**src/rtl/rq_pkg.sv**
```systemverilog
package rq_pkg;

    // Register byte offsets; host software decodes these.
    localparam logic [11:0] RA_BASE_LO = 12'h000;
    localparam logic [11:0] RA_BASE_HI = 12'h004;
    localparam logic [11:0] RA_SIZE    = 12'h008;
    localparam logic [11:0] RA_DONE_ST = 12'h00C;
    localparam logic [11:0] RA_ALLOC   = 12'h04C;
    localparam logic [11:0] RA_DSZ     = 12'h100;
    localparam logic [11:0] RA_STOP    = 12'h800;
    localparam logic [11:0] RA_RELEASE = 12'h804;
    localparam logic [11:0] RA_ADD     = 12'h808;

    // Descriptor size selector codes.
    typedef enum logic [2:0] {
        DSZ_32B  = 3'd1,
        DSZ_128B = 3'd7
    } dsz_e;

    // Host command decoded from a register write.
    typedef struct packed {
        logic        add;
        logic        rel;
        logic        clr;
        logic [31:0] n;
    } qcmd_t;

    // Advance a ring position p by n (n <= sz) with wrap at sz.
    function automatic logic [31:0] ring_adv(input logic [31:0] p,
                                             input logic [31:0] n,
                                             input logic [31:0] sz);
        logic [32:0] s;
        s = {1'b0, p} + {1'b0, n};
        if (s >= {1'b0, sz}) s = s - {1'b0, sz};
        return s[31:0];
    endfunction

    function automatic logic [31:0] min32(input logic [31:0] a,
                                          input logic [31:0] b);
        return (a < b) ? a : b;
    endfunction

endpackage

```
**src/rtl/rq_regfile.sv**
```systemverilog
module rq_regfile
    import rq_pkg::*;
#(
    parameter int CNT_W      = 15,
    parameter int AW         = 48,
    parameter int DEF_SIZE   = 16,
    parameter int SMALL_LOG2 = 14,
    parameter int LARGE_LOG2 = 12
) (
    input  logic             clk,
    input  logic             rst,
    input  logic             host_wen,
    input  logic [11:0]      host_addr,
    input  logic [31:0]      host_wdata,
    output logic [31:0]      host_rdata,
    input  logic [CNT_W-1:0] st_done_cnt,
    input  logic [CNT_W-1:0] st_done_ptr,
    input  logic [CNT_W-1:0] st_wr_ptr,
    input  logic             st_ovf,
    output logic [AW-1:0]    q_base,
    output logic [CNT_W-1:0] q_size,
    output logic             mode_large,
    output logic             stopped,
    output qcmd_t            cmd
);
    localparam int HI_W      = AW - 32;
    localparam int MAX_SMALL = 1 << SMALL_LOG2;
    localparam int MAX_LARGE = 1 << LARGE_LOG2;

    logic [31:0]   base_lo;
    logic [HI_W-1:0] base_hi;
    logic [31:0]   size_lim;
    logic [31:0]   size_new;

    assign q_base = {base_hi, base_lo};

    always_comb begin
        size_lim = mode_large ? 32'(MAX_LARGE) : 32'(MAX_SMALL);
        if (host_wdata == 32'd0)
            size_new = 32'd1;
        else
            size_new = min32(host_wdata, size_lim);
    end

    always_comb begin
        cmd.add = host_wen && (host_addr == RA_ADD);
        cmd.rel = host_wen && (host_addr == RA_RELEASE);
        cmd.clr = host_wen && (host_addr == RA_SIZE);
        cmd.n   = host_wdata;
    end

    always_ff @(posedge clk) begin
        if (rst) begin
            base_lo    <= '0;
            base_hi    <= '0;
            q_size     <= CNT_W'(DEF_SIZE);
            mode_large <= 1'b0;
            stopped    <= 1'b1;
        end else if (host_wen) begin
            case (host_addr)
                RA_BASE_LO: base_lo <= host_wdata;
                RA_BASE_HI: base_hi <= host_wdata[HI_W-1:0];
                RA_SIZE:    q_size  <= size_new[CNT_W-1:0];
                RA_DSZ: begin
                    if (host_wdata == 32'(DSZ_32B))
                        mode_large <= 1'b0;
                    else if (host_wdata == 32'(DSZ_128B))
                        mode_large <= 1'b1;
                end
                RA_STOP:    stopped <= host_wdata[0];
                default: ;
            endcase
        end
    end

    always_comb begin
        case (host_addr)
            RA_BASE_LO: host_rdata = base_lo;
            RA_BASE_HI: host_rdata = 32'(base_hi);
            RA_SIZE:    host_rdata = 32'(q_size);
            RA_DONE_ST: host_rdata = (32'(st_done_ptr) << 16) | 32'(st_done_cnt);
            RA_ALLOC:   host_rdata = (32'(st_wr_ptr) << 16) | 32'(st_ovf);
            RA_DSZ:     host_rdata = mode_large ? 32'(DSZ_128B) : 32'(DSZ_32B);
            RA_STOP:    host_rdata = 32'(stopped);
            default:    host_rdata = 32'd0;
        endcase
    end

endmodule

```
**src/rtl/rq_ptr_engine.sv**
```systemverilog
module rq_ptr_engine
    import rq_pkg::*;
#(
    parameter int CNT_W = 15
) (
    input  logic             clk,
    input  logic             rst,
    input  qcmd_t            cmd,
    input  logic [CNT_W-1:0] q_size,
    input  logic             stopped,
    input  logic             fetch_ack,
    input  logic             done_pulse,
    output logic             fetch_req,
    output logic [CNT_W-1:0] avail_cnt,
    output logic [CNT_W-1:0] fly_cnt,
    output logic [CNT_W-1:0] done_cnt,
    output logic [CNT_W-1:0] wr_ptr,
    output logic [CNT_W-1:0] fch_ptr,
    output logic [CNT_W-1:0] dn_ptr,
    output logic             ovf
);
    logic [31:0] used;
    logic [31:0] free_slots;
    logic [31:0] add_n;
    logic [31:0] rel_n;
    logic        fetch_go;
    logic        done_go;
    logic [31:0] avail_n;
    logic [31:0] fly_n;
    logic [31:0] done_n;

    assign fetch_req = (avail_cnt != '0) && !stopped;

    always_comb begin
        used       = 32'(avail_cnt) + 32'(fly_cnt) + 32'(done_cnt);
        free_slots = 32'(q_size) - used;
        add_n      = cmd.add ? min32(cmd.n, free_slots) : 32'd0;
        rel_n      = cmd.rel ? min32(cmd.n, 32'(done_cnt)) : 32'd0;
        fetch_go   = fetch_ack && fetch_req;
        done_go    = done_pulse && (fly_cnt != '0);
        avail_n    = 32'(avail_cnt) + add_n - 32'(fetch_go);
        fly_n      = 32'(fly_cnt) + 32'(fetch_go) - 32'(done_go);
        done_n     = 32'(done_cnt) + 32'(done_go) - rel_n;
    end

    always_ff @(posedge clk) begin
        if (rst || cmd.clr) begin
            avail_cnt <= '0;
            fly_cnt   <= '0;
            done_cnt  <= '0;
            wr_ptr    <= '0;
            fch_ptr   <= '0;
            dn_ptr    <= '0;
            ovf       <= 1'b0;
        end else begin
            avail_cnt <= avail_n[CNT_W-1:0];
            fly_cnt   <= fly_n[CNT_W-1:0];
            done_cnt  <= done_n[CNT_W-1:0];
            if (cmd.add) begin
                wr_ptr <= CNT_W'(ring_adv(32'(wr_ptr), add_n, 32'(q_size)));
                if (cmd.n > free_slots) ovf <= 1'b1;
            end
            if (fetch_go)
                fch_ptr <= CNT_W'(ring_adv(32'(fch_ptr), 32'd1, 32'(q_size)));
            if (cmd.rel)
                dn_ptr <= CNT_W'(ring_adv(32'(dn_ptr), rel_n, 32'(q_size)));
        end
    end

endmodule

```
**src/rtl/rq_fetch_addr.sv**
```systemverilog
module rq_fetch_addr #(
    parameter int CNT_W     = 15,
    parameter int AW        = 48,
    parameter int SMALL_SH  = 5,
    parameter int LARGE_SH  = 7
) (
    input  logic [AW-1:0]    q_base,
    input  logic [CNT_W-1:0] idx,
    input  logic             mode_large,
    output logic [AW-1:0]    addr
);
    logic [AW-1:0] off_small;
    logic [AW-1:0] off_large;

    assign off_small = AW'(idx) << SMALL_SH;
    assign off_large = AW'(idx) << LARGE_SH;
    assign addr      = q_base + (mode_large ? off_large : off_small);

endmodule

```
**src/rtl/rq_ring_mgr.sv**
```systemverilog
module rq_ring_mgr
    import rq_pkg::*;
#(
    parameter int SMALL_LOG2 = 14,
    parameter int LARGE_LOG2 = 12,
    parameter int AW         = 48,
    parameter int DEF_SIZE   = 16
) (
    input  logic                  clk,
    input  logic                  rst,
    input  logic                  host_wen,
    input  logic [11:0]           host_addr,
    input  logic [31:0]           host_wdata,
    output logic [31:0]           host_rdata,
    output logic                  fetch_req,
    output logic [SMALL_LOG2-1:0] fetch_idx,
    output logic [AW-1:0]         fetch_addr,
    input  logic                  fetch_ack,
    input  logic                  done_pulse
);
    localparam int CNT_W = SMALL_LOG2 + 1;

    qcmd_t            cmd;
    logic [AW-1:0]    q_base;
    logic [CNT_W-1:0] q_size;
    logic             mode_large;
    logic             stopped;
    logic             cfg_clr;
    logic [CNT_W-1:0] avail_cnt;
    logic [CNT_W-1:0] fly_cnt;
    logic [CNT_W-1:0] done_cnt;
    logic [CNT_W-1:0] wr_ptr;
    logic [CNT_W-1:0] fch_ptr;
    logic [CNT_W-1:0] dn_ptr;
    logic             ovf;

    assign cfg_clr   = cmd.clr;
    assign fetch_idx = fch_ptr[SMALL_LOG2-1:0];

    rq_regfile #(
        .CNT_W(CNT_W), .AW(AW), .DEF_SIZE(DEF_SIZE),
        .SMALL_LOG2(SMALL_LOG2), .LARGE_LOG2(LARGE_LOG2)
    ) u_regs (
        .clk(clk), .rst(rst),
        .host_wen(host_wen), .host_addr(host_addr),
        .host_wdata(host_wdata), .host_rdata(host_rdata),
        .st_done_cnt(done_cnt), .st_done_ptr(dn_ptr),
        .st_wr_ptr(wr_ptr), .st_ovf(ovf),
        .q_base(q_base), .q_size(q_size), .mode_large(mode_large),
        .stopped(stopped), .cmd(cmd)
    );

    rq_ptr_engine #(.CNT_W(CNT_W)) u_ptrs (
        .clk(clk), .rst(rst), .cmd(cmd), .q_size(q_size),
        .stopped(stopped), .fetch_ack(fetch_ack), .done_pulse(done_pulse),
        .fetch_req(fetch_req), .avail_cnt(avail_cnt), .fly_cnt(fly_cnt),
        .done_cnt(done_cnt), .wr_ptr(wr_ptr), .fch_ptr(fch_ptr),
        .dn_ptr(dn_ptr), .ovf(ovf)
    );

    rq_fetch_addr #(.CNT_W(CNT_W), .AW(AW)) u_addr (
        .q_base(q_base), .idx(fch_ptr), .mode_large(mode_large),
        .addr(fetch_addr)
    );

endmodule

```
**config.mk**
```make
export PLATFORM = sky130hd
export DESIGN_NAME = rq_ring_mgr
export DESIGN_NICKNAME = d
export VERILOG_FILES = /design/src/rtl/rq_pkg.sv /design/src/rtl/rq_regfile.sv /design/src/rtl/rq_ptr_engine.sv /design/src/rtl/rq_fetch_addr.sv /design/src/rtl/rq_ring_mgr.sv
export SDC_FILE = /design/constraint.sdc
export NUM_CORES = 1
export LEC_CHECK = 0
export ABC_AREA = 1
export BUFFER_PORTS_ARGS = -buffer_cell sky130_fd_sc_hd__buf_2
export CAP_MARGIN = 15
export CORE_MARGIN = 4
export CORE_UTILIZATION = 39
export DETAILED_ROUTE_END_ITERATION = 7
export SLEW_MARGIN = 40
export SYNTH_ARGS = -nofsm -noshare
export SYNTH_HDL_FRONTEND = slang
export SYNTH_HIERARCHICAL = 1
export SYNTH_SLANG_ARGS = --single-unit
export TNS_END_PERCENT = 20
```
**constraint.sdc**
```tcl
create_clock -name clk -period 16.25 [get_ports clk]
set_input_delay 4.875 -clock clk [delete_from_list [all_inputs] [get_ports clk]]
set_output_delay 4.875 -clock clk [all_outputs]
set_load 0.01 [all_outputs]
```
==> results.txt, run 1 <==
- In the routed layout, each cell is associated on average with a via count of 5.22.
- Once layout is done, the placed cells without fillers occupy 21100 um^2.
- Across the routed clock network, the largest skew measured is 0.0136 ns.
- Max Slew Vio Count: 0
- The register with the most flip-flops in the final layout is u_regs/base_lo.
- Once placement finished, the instance area stood at 20500 um^2.
- Transition time at the pin with the least slew margin: 0.913 ns
- Number of failing setup endpoints in the final timing report: 0
* Global-route total usage across every layer: 26.6%
* Slowest stage cell on the critical path: sky130_fd_sc_hd__and2_2
* Post-layout instance count excluding filler cells: 3809
* Post-DRT Antenna Nets: 0
* Effective utilization at floorplan: 39.7%
- CTS tree: built
- Sorting the synthesized cells by area gives the leading types as sky130_fd_sc_hd__dfxtp_1 16%, sky130_fd_sc_hd__ha_1 15%, sky130_fd_sc_hd__nand2_1 14%.
* # H-tree levels: 4
* Most common cell in the netlist: sky130_fd_sc_hd__nand2_1
- The synthesized design devotes to its leading area cell type 16.0% of total area.
- The first detailed-routing pass ran for 6 iterations.
- Overflow after GRT: 0
- Clk Latency, worst-skew pair: 0.50 ns
- CP peak stage delay: 0.84 ns
- The largest registers in the layout are u_regs/base_lo (32), u_regs/base_hi (16).
- Entering global routing, the biggest net connects 57 pins.
- Series of cell instances along the critical path: buf_2 > nor2_2 > inv_2 > nor3_4 > and2_2 > nand2_1 > o2111ai_1 > buf_2
- Across the run, the number of max-cap violations was 0.
- Yosys mapped a number of flops with a built-in enable equal to 0.
- Global placement routability congestion: 0.967
- Number of sinks handled by clock tree synthesis: 156
- The initialized floorplan defines 81 standard-cell rows.
- In the final layout, the share of cells above drive strength 1 is 10.3%.
* Global-route wire length before repair: 108000 um
- In the synthesized netlist, the number of instances is 3064.
- Overall via count from detail_route: 19900
* Commonest register cell after synthesis: sky130_fd_sc_hd__dfxtp_1
- Top post-synthesis cells by count: 706 x sky130_fd_sc_hd__nand2_1, 501 x sky130_fd_sc_hd__inv_1, 293 x sky130_fd_sc_hd__a21oi_1, 243 x sky130_fd_sc_hd__nor2_1, 235 x sky130_fd_sc_hd__ha_1
- Library cell appearing most often on the critical path: sky130_fd_sc_hd__buf_2
* Worst setup slack after layout: 4.08 ns
- Post-synthesis sequential element count: 156
- Number of buffers on the longest clock path: 2
- The core region is 49200 um^2.
* Total die area: 53600 um^2
- Critical Path Sink Type: output port
* Worst voltage drop across the vdd grid: 0.153 mV
- Post-CTS repair changed the size of 0 cells.
- For this run, design rule violations remaining after detail routing come to 0.
- Vias in the first global route: 18000
* Number of port buffers: 143
- The flow ran to the end, and the final reports show no timing, DRC or antenna violations.
- Worst slack after detailed placement: 4.17 ns
* Buffer cell driving the clock tree root: sky130_fd_sc_hd__clkbuf_16
- Detailed placement ended at an HPWL of 59900 um.
- Setup repair after global routing left no endpoint under its margin.
- Die width: 232 um
* Number of violations reported at the end of detailed-routing iteration 0: 2127
- After the last flow step, the layout net total stands at 3451.
* Area grow syn2layout: 8.33%
* Peak fanout along the critical path: 30
* I/O pin cnt: 144
- Initial antenna violation count: 2
* Post-layout min period: 12.17 ns
- Synthesized area divided by synthesized cell count: 6.36 um^2
- In the synthesized netlist the async set-or-reset flop fraction comes to 0%.
- The cell area that synthesis handed to floorplanning was 19500 um^2.
- For the final routed database, the setup TNS stands at 0 ns.
* Critical path data arrival time: 7.29 ns
* Number of warnings printed during yosys synthesis: 6
- After detailed routing, the total wire length is 73000 um.
- Post-placement cell count: 3773
* Worst Setup Start Kind: input port
* Net count after synthesis: 3387
* Hold Path Cell Cnt: 2
- Worst reg-to-reg path cell count: 42
- Clock slew seen by the registers of the worst setup and hold paths: 0.07 ns
* Share of the cycle needed by the critical path after routing: 74.9%
* Crit Path Class: input port to output port
* Proportion of synthesized chip area in sequential cells: 16.0%
- Power Density: 157 nW/um^2
* Standby leakage power: 10.7 nW
* Setup repair bufs after CTS: 0
* Distinct cell type count of the synthesized netlist: 61
* Maximum clock frequency: 82.2 MHz
- The path class of the tightest hold or removal check is flip-flop to flip-flop.
- The floorplan step set the die height to 232 um.
- TritonCTS created 17 clock buffers.
- Measured against its own limit, the worst slew margin works out to 38.6%.
- In the final routed layout, each cell accounts on average for 19.2 um.
- Count of hold-fix buffers inserted at cts: 0
- The largest total area in the synthesized netlist belongs to sky130_fd_sc_hd__dfxtp_1.
* End-of-flow core utilization: 43.0%
- The register with the most flip-flops in the layout has 32 of them.
* Final hold viol count: 0
- Data on the critical path is required at its endpoint by 11.37 ns.
[metrics by stage]
| step | total power [W] | hold WS [ns] |
|---|---|---|
| floorplan | 0.00235 | 0.438 |
| global placement | 0.00284 | 0.474 |
| detailed placement | 0.00285 | 0.470 |
| CTS | 0.00328 | 0.485 |
| global route | 0.00370 | 0.512 |
| finish | 0.00333 | 0.484 |
[worst paths after layout]
path	start	endpoint	slack (ns)
setup reg to reg	u_ptrs/done_cnt[10]$_SDFF_PP0_	u_ptrs/wr_ptr[2]$_SDFFE_PP0P_	6.55
hold reg to reg	u_ptrs/ovf$_SDFFE_PP0P_	u_ptrs/ovf$_SDFFE_PP0P_	0.48
setup / recovery	host_addr[1]	host_rdata[3]	4.08
hold / removal	u_ptrs/ovf$_SDFFE_PP0P_	u_ptrs/ovf$_SDFFE_PP0P_	0.48
[placed cells by master (no fill, tap or decap), types with 5 or more instances in the layout]
master | synthesis | layout
sky130_fd_sc_hd__nand4_1 | 40 | 40
sky130_fd_sc_hd__buf_2 | 18 | 143
sky130_fd_sc_hd__o21bai_1 | 12 | 12
sky130_fd_sc_hd__o21ai_1 | 12 | 12
sky130_fd_sc_hd__inv_1 | 501 | 500
sky130_fd_sc_hd__o211ai_1 | 28 | 28
sky130_fd_sc_hd__nor3_4 | 5 | 5
sky130_fd_sc_hd__clkbuf_16 | 0 | 17
sky130_fd_sc_hd__o21ai_0 | 150 | 150
sky130_fd_sc_hd__xor2_1 | 75 | 75
sky130_fd_sc_hd__a21oi_1 | 293 | 293
sky130_fd_sc_hd__nor2_4 | 9 | 9
sky130_fd_sc_hd__ha_1 | 235 | 235
sky130_fd_sc_hd__xnor2_1 | 34 | 34
sky130_fd_sc_hd__nand3_1 | 161 | 160
sky130_fd_sc_hd__nand3b_1 | 8 | 8
sky130_fd_sc_hd__fa_1 | 39 | 39
sky130_fd_sc_hd__nor2_2 | 22 | 23
sky130_fd_sc_hd__buf_4 | 43 | 11
sky130_fd_sc_hd__or2_2 | 6 | 6
sky130_fd_sc_hd__inv_2 | 20 | 21
sky130_fd_sc_hd__nor4_1 | 14 | 12
sky130_fd_sc_hd__a31oi_1 | 7 | 7
sky130_fd_sc_hd__nand2_2 | 24 | 24
sky130_fd_sc_hd__nor3_1 | 47 | 46
sky130_fd_sc_hd__nor3_2 | 7 | 8
sky130_fd_sc_hd__a21o_1 | 10 | 10
sky130_fd_sc_hd__dfxtp_1 | 156 | 156
sky130_fd_sc_hd__nand3_2 | 20 | 21
sky130_fd_sc_hd__o2111ai_1 | 13 | 13
sky130_fd_sc_hd__nand2_1 | 706 | 706
sky130_fd_sc_hd__nor2_1 | 243 | 242
sky130_fd_sc_hd__o21a_1 | 8 | 8
sky130_fd_sc_hd__and2_1 | 7 | 6
[final cells by class]
| class | instances | area, um^2 |
|---|---|---|
| fillers | 5384 | 28000 |
| repair buffers | 154 | 798 |
| diodes | 4 | 10.0 |
| clock inverters | 11 | 134 |
| multi-input cells | 2275 | 13800 |
| clock buffers | 21 | 460 |
| well taps | 664 | 831 |
| inverters | 524 | 1970 |
| flip-flops and latches | 156 | 3120 |
[where the power goes]
part	total (W)	internal, W	leakage [nW]	switching (W)
combinational	0.00244	0.000860	9.12	0.00158
sequential	0.000468	0.000423	1.27	0.0000443
clock	0.000422	0.000235	0.277	0.000187
[worst max-delay path, delay by kind of cell]
kind | cells | cell delay [ns]
AO/OA/AOI/OAI | 1 | 0.20
AND/OR/NAND/NOR | 4 | 1.78
buffers and inverters | 3 | 0.40
[per-layer routing]
metal,global-route usage (%),wire (um),vias up
li1,-,-,10000
met1,35.6,32000,8982
met2,41.4,31300,748
met3,7.07,7220,103
met4,9.45,2410,0
met5,0,0,-
[logic make-up after synthesis]
kind of cell | synth area share, %
and+or+nand+nor | 30.9
adders and majority gates | 19.1
AOI/OAI and AO/OA | 15.7
DFF | 16.0
xor gates and xnor gates | 4.90
buffers and inverters | 13.4
Power figures use the tool's default switching activity.
==> run 2: changes to the inputs <==
==> constraint.sdc (replaced) <==
create_clock -name clk -period 11.3 [get_ports clk]
set_input_delay 3.39 -clock clk [delete_from_list [all_inputs] [get_ports clk]]
set_output_delay 3.39 -clock clk [all_outputs]
set_load 0.01 [all_outputs]
==> run 2 against run 1 <==
Against the previous run: global-route usage rose by 0.16 points; combinational power rose by 46%; flip-flop and latch count did not move; critical path depth rose by 34; count of clock-buffer cells in the layout fell by 4; sequential share of layout area barely moved; register-to-register slack got worse by 5.0 ns; final cell count barely moved; cell area did not move; wire length fell by 0.38%; sequential power rose by 44%; critical path type is now flip-flop to flip-flop; largest cell class unchanged.
==> results.txt, run 2 (synthesis gave the netlist of run 1 again) <==
- Max-cap violation count: 0 (unchanged)
- Regs by FF count: u_regs/base_lo (32), u_regs/base_hi (16)
* Post-DRT Antenna Nets: 0 (unchanged)
* Fraction of power spent switching nets: 55.8% (+1.5 points)
- Number of violations reported at the end of detailed-routing iteration 0: 2131 (+0.19%)
- The clock slew seen by the registers of the worst setup and hold paths came to 0.08 ns (about the same).
- Worst setup slack after layout: 1.53 ns (-2.55 ns)
- Destination of the worst register-to-register timing path: u_ptrs/wr_ptr[1]$_SDFFE_PP0P_
- Fraction of power consumed by combinational cells: 73.4% (+0.2 points)
- RSZ-0062 raised after global routing: no
- Residual DRC count: 0 (unchanged)
- The routability-driven placement congestion ratio came to 1.02 (+5.6%).
- Number of buffers on the longest clock path: 2 (unchanged)
- Global-route total usage across every layer: 26.8% (+0.16 points)
- Vias in the first global route: 18400 (+2.4%)
- DR WL/cell: 19.1 um (-0.30%)
* First-pass detailed-route iteration total: 6 (unchanged)
- Standby leakage power: 10.7 nW (+0.17%)
* Filler cell count in the final layout: 5326 (-1.1%)
* Worst-case headroom to the max-slew limit: 47.3% (+8.7 points)
- The worst setup skew after layout came to 0.0241 ns (+0.0105 ns).
- The top cell types in the final layout, fill and taps aside, are 706 x sky130_fd_sc_hd__nand2_1, 499 x sky130_fd_sc_hd__inv_1, 293 x sky130_fd_sc_hd__a21oi_1.
* Average vias per placed instance: 5.30 (+1.6%)
* Final hold viol count: 0 (unchanged)
- Crit Path Class: flip-flop to flip-flop
* Destination of the worst hold path: u_ptrs/ovf$_SDFFE_PP0P_
- Clk Latency, worst-skew pair: 0.51 ns (about the same)
- Overall via count from detail_route: 20200 (+1.5%)
- The final wirelength came to 72700 um (-0.38%).
- The overall die width was 232 um (unchanged).
* Initial antenna violation count: 2 (unchanged)
* Number of port buffers: 143 (unchanged)
- Hold Path Cell Cnt: 2 (unchanged)
- The arrival time of the worst setup path is 10.12 ns (+2.83 ns).
- The largest incremental delay on the critical path was 0.52 ns (-0.32 ns).
- The post-detailed-placement half-perimeter wirelength was 58700 um (-2.0%).
- Worst Setup Start Kind: flip-flop
- Area grow syn2layout: 8.33% (unchanged)
- Number of sinks handled by clock tree synthesis: 156 (unchanged)
- The data required time at the worst endpoint was 11.66 ns (+0.29 ns).
- Effective utilization at floorplan: 39.7% (unchanged)
* Overflow after GRT: 0 (unchanged)
- Flop2flop setup slack: 1.53 ns (-5.02 ns)
- The transition time at the pin with the least slew margin is 0.784 ns (-0.129 ns).
- Peak fanout along the critical path: 36 (+20%)
* I/O pin cnt: 144 (unchanged)
- Classification of the worst-slack hold path: flip-flop to flip-flop
- Outcome: completed
- Of the available clock period, the critical path in the final layout requires 86.4%.
- The number of instances resized during post-cts repair is 0 (unchanged).
- Most common cell after layout, fill and taps aside: sky130_fd_sc_hd__nand2_1
- Maximum number of pins on one net before global-route repair: 57 (unchanged)
* Sum of negative setup slack: 0 ns (unchanged)
- The proportion of layout cells with a drive suffix above 1 came to 10.3% (+0.035 points).
* Power Density: 230 nW/um^2 (+46%)
- Worst reg-to-reg path cell count: 42 (unchanged)
- The smallest clock period supported by the final layout is computed as 9.77 ns.
* Buffer cell driving the clock tree root: sky130_fd_sc_hd__clkbuf_16
* Maximum clock frequency: 102 MHz
* Core Box Area: 49200 um^2 (unchanged)
- Critical register-to-register path startpoint: u_ptrs/done_cnt[11]$_SDFF_PP0_
* Library cell appearing most often on the critical path: sky130_fd_sc_hd__nand2_1
- TritonCTS built the clock tree.
* Max Slew Vio Count: 0 (unchanged)
- The die outline height was 232 um (unchanged).
- Total die area: 53600 um^2 (unchanged)
- u_regs/base_lo holds more flip-flops than any other register.
- Setup repair bufs after CTS: 0 (unchanged)
* Slowest stage cell on the critical path: sky130_fd_sc_hd__nor4_1
- The part of the total power dissipated in the clock network is 12.7% (about the same).
* Part of the power in registers: 13.9% (-0.2 points)
- The worst setup path is captured at a flip-flop.
- Cell internal power dissipation: 0.00215 W (+41%)
- Flip-flop count of the largest register, all copies and words added: 32 (unchanged)
* Worst voltage drop across the vdd grid: 0.174 mV (+14%)
- The net switching power of the design is 0.00271 W (+50%).
* Hold Path Origin: u_ptrs/ovf$_SDFFE_PP0P_
- Count of hold-fix buffers inserted at cts: 0 (unchanged)
* Final layout net count: 3450 (-0.029%)
- Number of buffers added by the clock tree synthesis step: 17 (unchanged)
- Worst slack after detailed placement: 1.43 ns (-2.75 ns)
- Global-route wire length before repair: 110000 um (+1.0%)
* Number of failing setup endpoints in the final timing report: 0 (unchanged)
* # rows: 81 (unchanged)
* # H-tree levels: 4 (unchanged)
-- run 2: changes by cell type in the layout (fill, tap and decap cells not counted), moves of 2 or more --
cell / before / now
sky130_fd_sc_hd__bufinv_16: 2 / 0
sky130_fd_sc_hd__clkbuf_1: 2 / 0
sky130_fd_sc_hd__clkbuf_8: 2 / 0
sky130_fd_sc_hd__clkinv_8: 0 / 4
sky130_fd_sc_hd__clkinvlp_4: 4 / 0
sky130_fd_sc_hd__diode_2: 4 / 2
sky130_fd_sc_hd__inv_8: 0 / 7
-- run 2: area by class of cell --
class | count | area [um^2] | area share (%)
multi-input cells | 2275 | 13800 | 65.3
flip-flops and latches | 156 | 3120 | 14.8
inverters | 524 | 1970 | 9.32
well taps | 664 | 831 | 3.93
repair buffers | 153 | 791 | 3.74
clock buffers | 17 | 425 | 2.01
clock inverters | 15 | 186 | 0.882
diodes | 2 | 5.00 | 0.0237
-- run 2: layer usage --
layer / up-vias / part of all wire (%) / GRT usage (%) / wire length [um]
met5: - / 0.021 / 0 / 15
met1: 9212 / 45 / 36.2 / 32400
met2: 764 / 42 / 40.3 / 30400
met4: 4 / 4.5 / 11.7 / 3280
met3: 144 / 9.0 / 6.98 / 6580
li1: 10000 / - / - / -
-- run 2: power by group through the flow --
stage	Clock, W	Combinational, W	Sequential (W)
global route	0.000649	0.00407	0.000680
finish	0.000615	0.00357	0.000675
global placement	0	0.00345	0.000687
detailed placement	0	0.00348	0.000686
floorplan	0	0.00273	0.000652
CTS	0.000634	0.00350	0.000673
-- run 2: stage by stage --
stage	hold slack (ns)	power [W]	cell area, um^2	utilization, %	instances
finish	0.492	0.00486	21100	43.0	3806
global route	0.502	0.00540	21100	43.0	3804
CTS	0.489	0.00481	21100	43.0	3804
detailed placement	0.473	0.00417	20500	41.7	3772
global placement	0.463	0.00414	20500	41.7	3771
floorplan	0.438	0.00338	19500	-	3064
-- run 2: worst max-delay path by stage --
stage                                         from                             end  slack, ns  cells past startpoint
floorplan                           host_wdata[13]  u_ptrs/dn_ptr[12]$_SDFFE_PP0P_       2.92                     33
global placement                    host_wdata[30]  u_ptrs/dn_ptr[12]$_SDFFE_PP0P_       1.37                     26
detailed placement                   host_wdata[7]   u_ptrs/wr_ptr[9]$_SDFFE_PP0P_       1.43                     35
CTS                 u_ptrs/done_cnt[11]$_SDFF_PP0_  u_ptrs/wr_ptr[11]$_SDFFE_PP0P_       1.77                     42
global route        u_ptrs/done_cnt[11]$_SDFF_PP0_   u_ptrs/wr_ptr[7]$_SDFFE_PP0P_       0.90                     42
finish              u_ptrs/done_cnt[11]$_SDFF_PP0_   u_ptrs/wr_ptr[1]$_SDFFE_PP0P_       1.53                     42
-- run 2: worst max-delay path: cells and delay by family (launching register included) --
| family | cells | cell delay [ns] |
|---|---|---|
| DFF | 1 | 0.46 |
| AOI/OAI and AO/OA | 8 | 1.49 |
| and+or+nand+nor | 21 | 4.25 |
| xor gates and xnor gates | 1 | 0.18 |
| buffers and inverters | 5 | 0.61 |
| adders and majority gates | 7 | 2.54 |
==> run 3: changes to the inputs <==
==> constraint.sdc (replaced) <==
create_clock -name clk -period 9.4 [get_ports clk]
set_input_delay 2.82 -clock clk [delete_from_list [all_inputs] [get_ports clk]]
set_output_delay 2.82 -clock clk [all_outputs]
set_load 0.01 [all_outputs]
==> run 3 against run 2 <==
Against the previous run: total power increased by 21%; critical path depth increased by 3; worst hold slack got worse by 0.0026 ns; combinational power increased by 22%; sequential share of layout area decreased by 0.14 points; global-route usage increased by 0.14 points; die area unchanged; setup slack got worse by 0.96 ns; sequential power increased by 18%; non-clock buffer count increased by 27; register-to-register slack got worse by 0.96 ns; critical path type unchanged; largest cell class unchanged; largest power group unchanged.
==> results.txt, run 3 (synthesis gave the netlist of run 1 again) <==
* Half-perimeter wire length of the detailed placement result: 60900 um (+3.7%)
- DR WL/cell: 19.3 um (+0.91%)
* Average vias per placed instance: 5.31 (+0.25%)
- Total die area: 53600 um^2 (unchanged)
* Final layout net count: 3477 (+0.78%)
* Critical path data arrival time: 9.24 ns (-0.88 ns)
* Residual DRC count: 0 (unchanged)
* Overflow after GRT: 0 (unchanged)
- The data required time at the worst endpoint was 9.82 ns (-1.84 ns).
* Share of the cycle needed by the critical path after routing: 93.9% (+7.4 points)
- The remaining max-slew budget at the tightest pin came to 38.6% (-8.7 points).
- The number of sinks handled by clock tree synthesis was 156 (unchanged).
- Maximum clock frequency: 113 MHz (+11%)
- The worst setup skew after layout came to 0.0122 ns (-0.0119 ns).
* Vias in the first global route: 18300 (-0.58%)
- The vias after detailed routing is 20300 (+0.93%).
* Regs by FF count: u_regs/base_lo (32), u_regs/base_hi (16)
- The global router's overall resource usage is 26.9% (+0.14 points).
- Number of violations reported at the end of detailed-routing iteration 0: 1913 (-10%)
- Hold Path Cell Cnt: 2 (unchanged)
- The minimum clock period after layout is 8.82 ns (-0.944 ns).
- Destination of the worst register-to-register timing path: u_ptrs/wr_ptr[0]$_SDFFE_PP0P_
- The worst setup path is launched from a flip-flop.
- Buffer cell driving the clock tree root: sky130_fd_sc_hd__clkbuf_16
- The number of iterations in the first detailed-routing pass was 6 (unchanged).
- The overall power was 0.00587 W (+21%).
- Initial antenna violation count: 1 (-1)
- Effective utilization at floorplan: 39.7% (unchanged)
- Clock slew seen by the registers of the worst setup and hold paths: 0.07 ns (about the same)
- Commonest cells after routing, fill and taps aside: 706 x sky130_fd_sc_hd__nand2_1, 500 x sky130_fd_sc_hd__inv_1, 292 x sky130_fd_sc_hd__a21oi_1
* Peak fanout along the critical path: 15 (-58%)
* Worst reg-to-reg path cell count: 45 (+7.1%)
* Hold Path Origin: u_regs/q_size[12]$_SDFFE_PP0P_
- The largest net degree at the start of global routing is 49 (-14%).
- Post-DRT Antenna Nets: 0 (unchanged)
- The number of pins with negative max-slew slack in the final report was 0 (unchanged).
- Max-cap violation count: 0 (unchanged)
* Number of failing setup endpoints in the final timing report: 0 (unchanged)
* Outcome: completed
* Worst setup startpoint: u_ptrs/done_cnt[2]$_SDFF_PP0_
- TritonCTS built the clock tree.
- The final wirelength was 73900 um (+1.6%).
- Die boundary height: 232 um (unchanged)
- The total negative slack for setup checks was 0 ns (unchanged).
- The clock latency reported for the late side of the worst-skew pair came to 0.50 ns (about the same).
* Filler cell count in the final layout: 5322 (-0.075%)
- STA classifies the critical path endpoint as a flip-flop.
- Multi-input logic area: 13800 um^2 (+0.20%)
- Standby leakage power: 10.8 nW (+1.1%)
- The area of all sequential standard cells came to 3120 um^2 (about the same).
- On the critical path, the stage with the largest delay is an instance of sky130_fd_sc_hd__fa_1.
- I/O pin cnt: 144 (unchanged)
- Destination of the worst hold path: u_regs/q_size[12]$_SDFFE_PP0P_
- The path class of the tightest hold or removal check is flip-flop to flip-flop.
* Flip-flop count of the largest register, all copies and words added: 32 (unchanged)
* Flop2flop setup slack: 0.58 ns (-0.96 ns)
- Crit Path Class: flip-flop to flip-flop
* Number of buffers added by the clock tree synthesis step: 17 (unchanged)
* Count of hold-fix buffers inserted at cts: 0 (unchanged)
- Area grow syn2layout: 9.35%
- Global-route wire length before repair: 110000 um (+0.47%)
* Top register by number of flip-flops: u_regs/base_lo
* Worst voltage drop across the vdd grid: 0.281 mV (+61%)
- Critical register-to-register path startpoint: u_ptrs/done_cnt[2]$_SDFF_PP0_
- The core footprint was 49200 um^2 (unchanged).
* Proportion of layout cells with a drive suffix above 1: 11.1% (+0.76 points)
* Most common cell after layout, fill and taps aside: sky130_fd_sc_hd__nand2_1
- Number of buffers on the longest clock path: 2 (unchanged)
- Power Density: 275 nW/um^2 (+20%)
- Setup repair after global routing left no endpoint under its margin.
- The count of standard-cell rows came to 81 (unchanged).
- Final hold viol count: 0 (unchanged)
* Die width: 232 um (unchanged)
* Number of port buffers: 143 (unchanged)
* CP peak stage delay: 0.50 ns (-0.02 ns)
- The cell that appears most often on the critical path is sky130_fd_sc_hd__nand2_1.
- # H-tree levels: 4 (unchanged)
- Transition time at the pin with the least slew margin: 0.914 ns (+0.130 ns)
- Global placement routability congestion: 1.00 (-1.8%)
## run 3: cell count changes in the layout (fill, tap and decap cells not counted), sizes merged
cell / before / now
inv: 531 / 528
clkinvlp: 0 / 1
clkinv: 8 / 7
diode: 2 / 1
buf: 153 / 180
bufinv: 0 / 1
clkbuf: 17 / 19
## run 3: per-layer routing
| layer | global-route usage (%) | vias up | share of wire [%] |
|---|---|---|---|
| met5 | 0 | - | 0.014 |
| met4 | 10.1 | 2 | 3.9 |
| met3 | 5.41 | 147 | 8.7 |
| met2 | 41.4 | 833 | 43 |
| met1 | 37.3 | 9270 | 45 |
| li1 | - | 10100 | - |
## run 3: cell type report
type / instances / area share (%)
timing repair buffer: 180 / 4.72
clock inverter: 13 / 0.604
sequential: 156 / 14.6
inverter: 524 / 9.23
tap: 664 / 3.90
multi-input combinational: 2275 / 64.8
antenna: 1 / 0.0117
clock buffer: 19 / 2.08
## run 3: per-stage QoR
| step | cell area [um^2] | util [%] | hold WS (ns) | std cells | setup slack [ns] |
|---|---|---|---|---|---|
| after floorplan | 19500 | - | 0.438 | 3064 | 1.59 |
| after global placement | 20700 | 42.1 | 0.469 | 3797 | 0.606 |
| after global routing | 21300 | 43.4 | 0.509 | 3831 | 0.0512 |
| final | 21300 | 43.4 | 0.489 | 3832 | 0.578 |
| after CTS | 21300 | 43.3 | 0.491 | 3829 | 0.294 |
| after detailed placement | 20700 | 42.1 | 0.480 | 3797 | 0.320 |
## run 3: power breakdown
group	internal, W	total (W)	switching, W
Sequential	0.000731	0.000797	0.0000659
Combinational	0.00153	0.00436	0.00283
Clock	0.000377	0.000718	0.000341
Total	0.00264	0.00587	0.00324
## run 3: worst max path at each step
stage	end	depth (start not counted)
after detailed placement	u_ptrs/wr_ptr[0]$_SDFFE_PP0P_	45
final	u_ptrs/wr_ptr[0]$_SDFFE_PP0P_	45
after global placement	u_ptrs/wr_ptr[5]$_SDFFE_PP0P_	45
after global routing	u_ptrs/wr_ptr[3]$_SDFFE_PP0P_	45
after CTS	u_ptrs/wr_ptr[6]$_SDFFE_PP0P_	45
after floorplan	u_ptrs/dn_ptr[12]$_SDFFE_PP0P_	33
## run 3: what timing repair did
action,in CTS,in global routing
resized for setup,0,6
buffers inserted,0,2
endpoints found under the setup margin,0,15
## run 3: critical path: cells and delay by family, from the launching register on
family	cells	cell delay, ns
DFF	1	0.41
buffers and inverters	6	0.76
and+or+nand+nor	18	2.64
AOI/OAI and AO/OA	12	2.02
adders and majority gates	7	2.48
xor gates and xnor gates	2	0.42
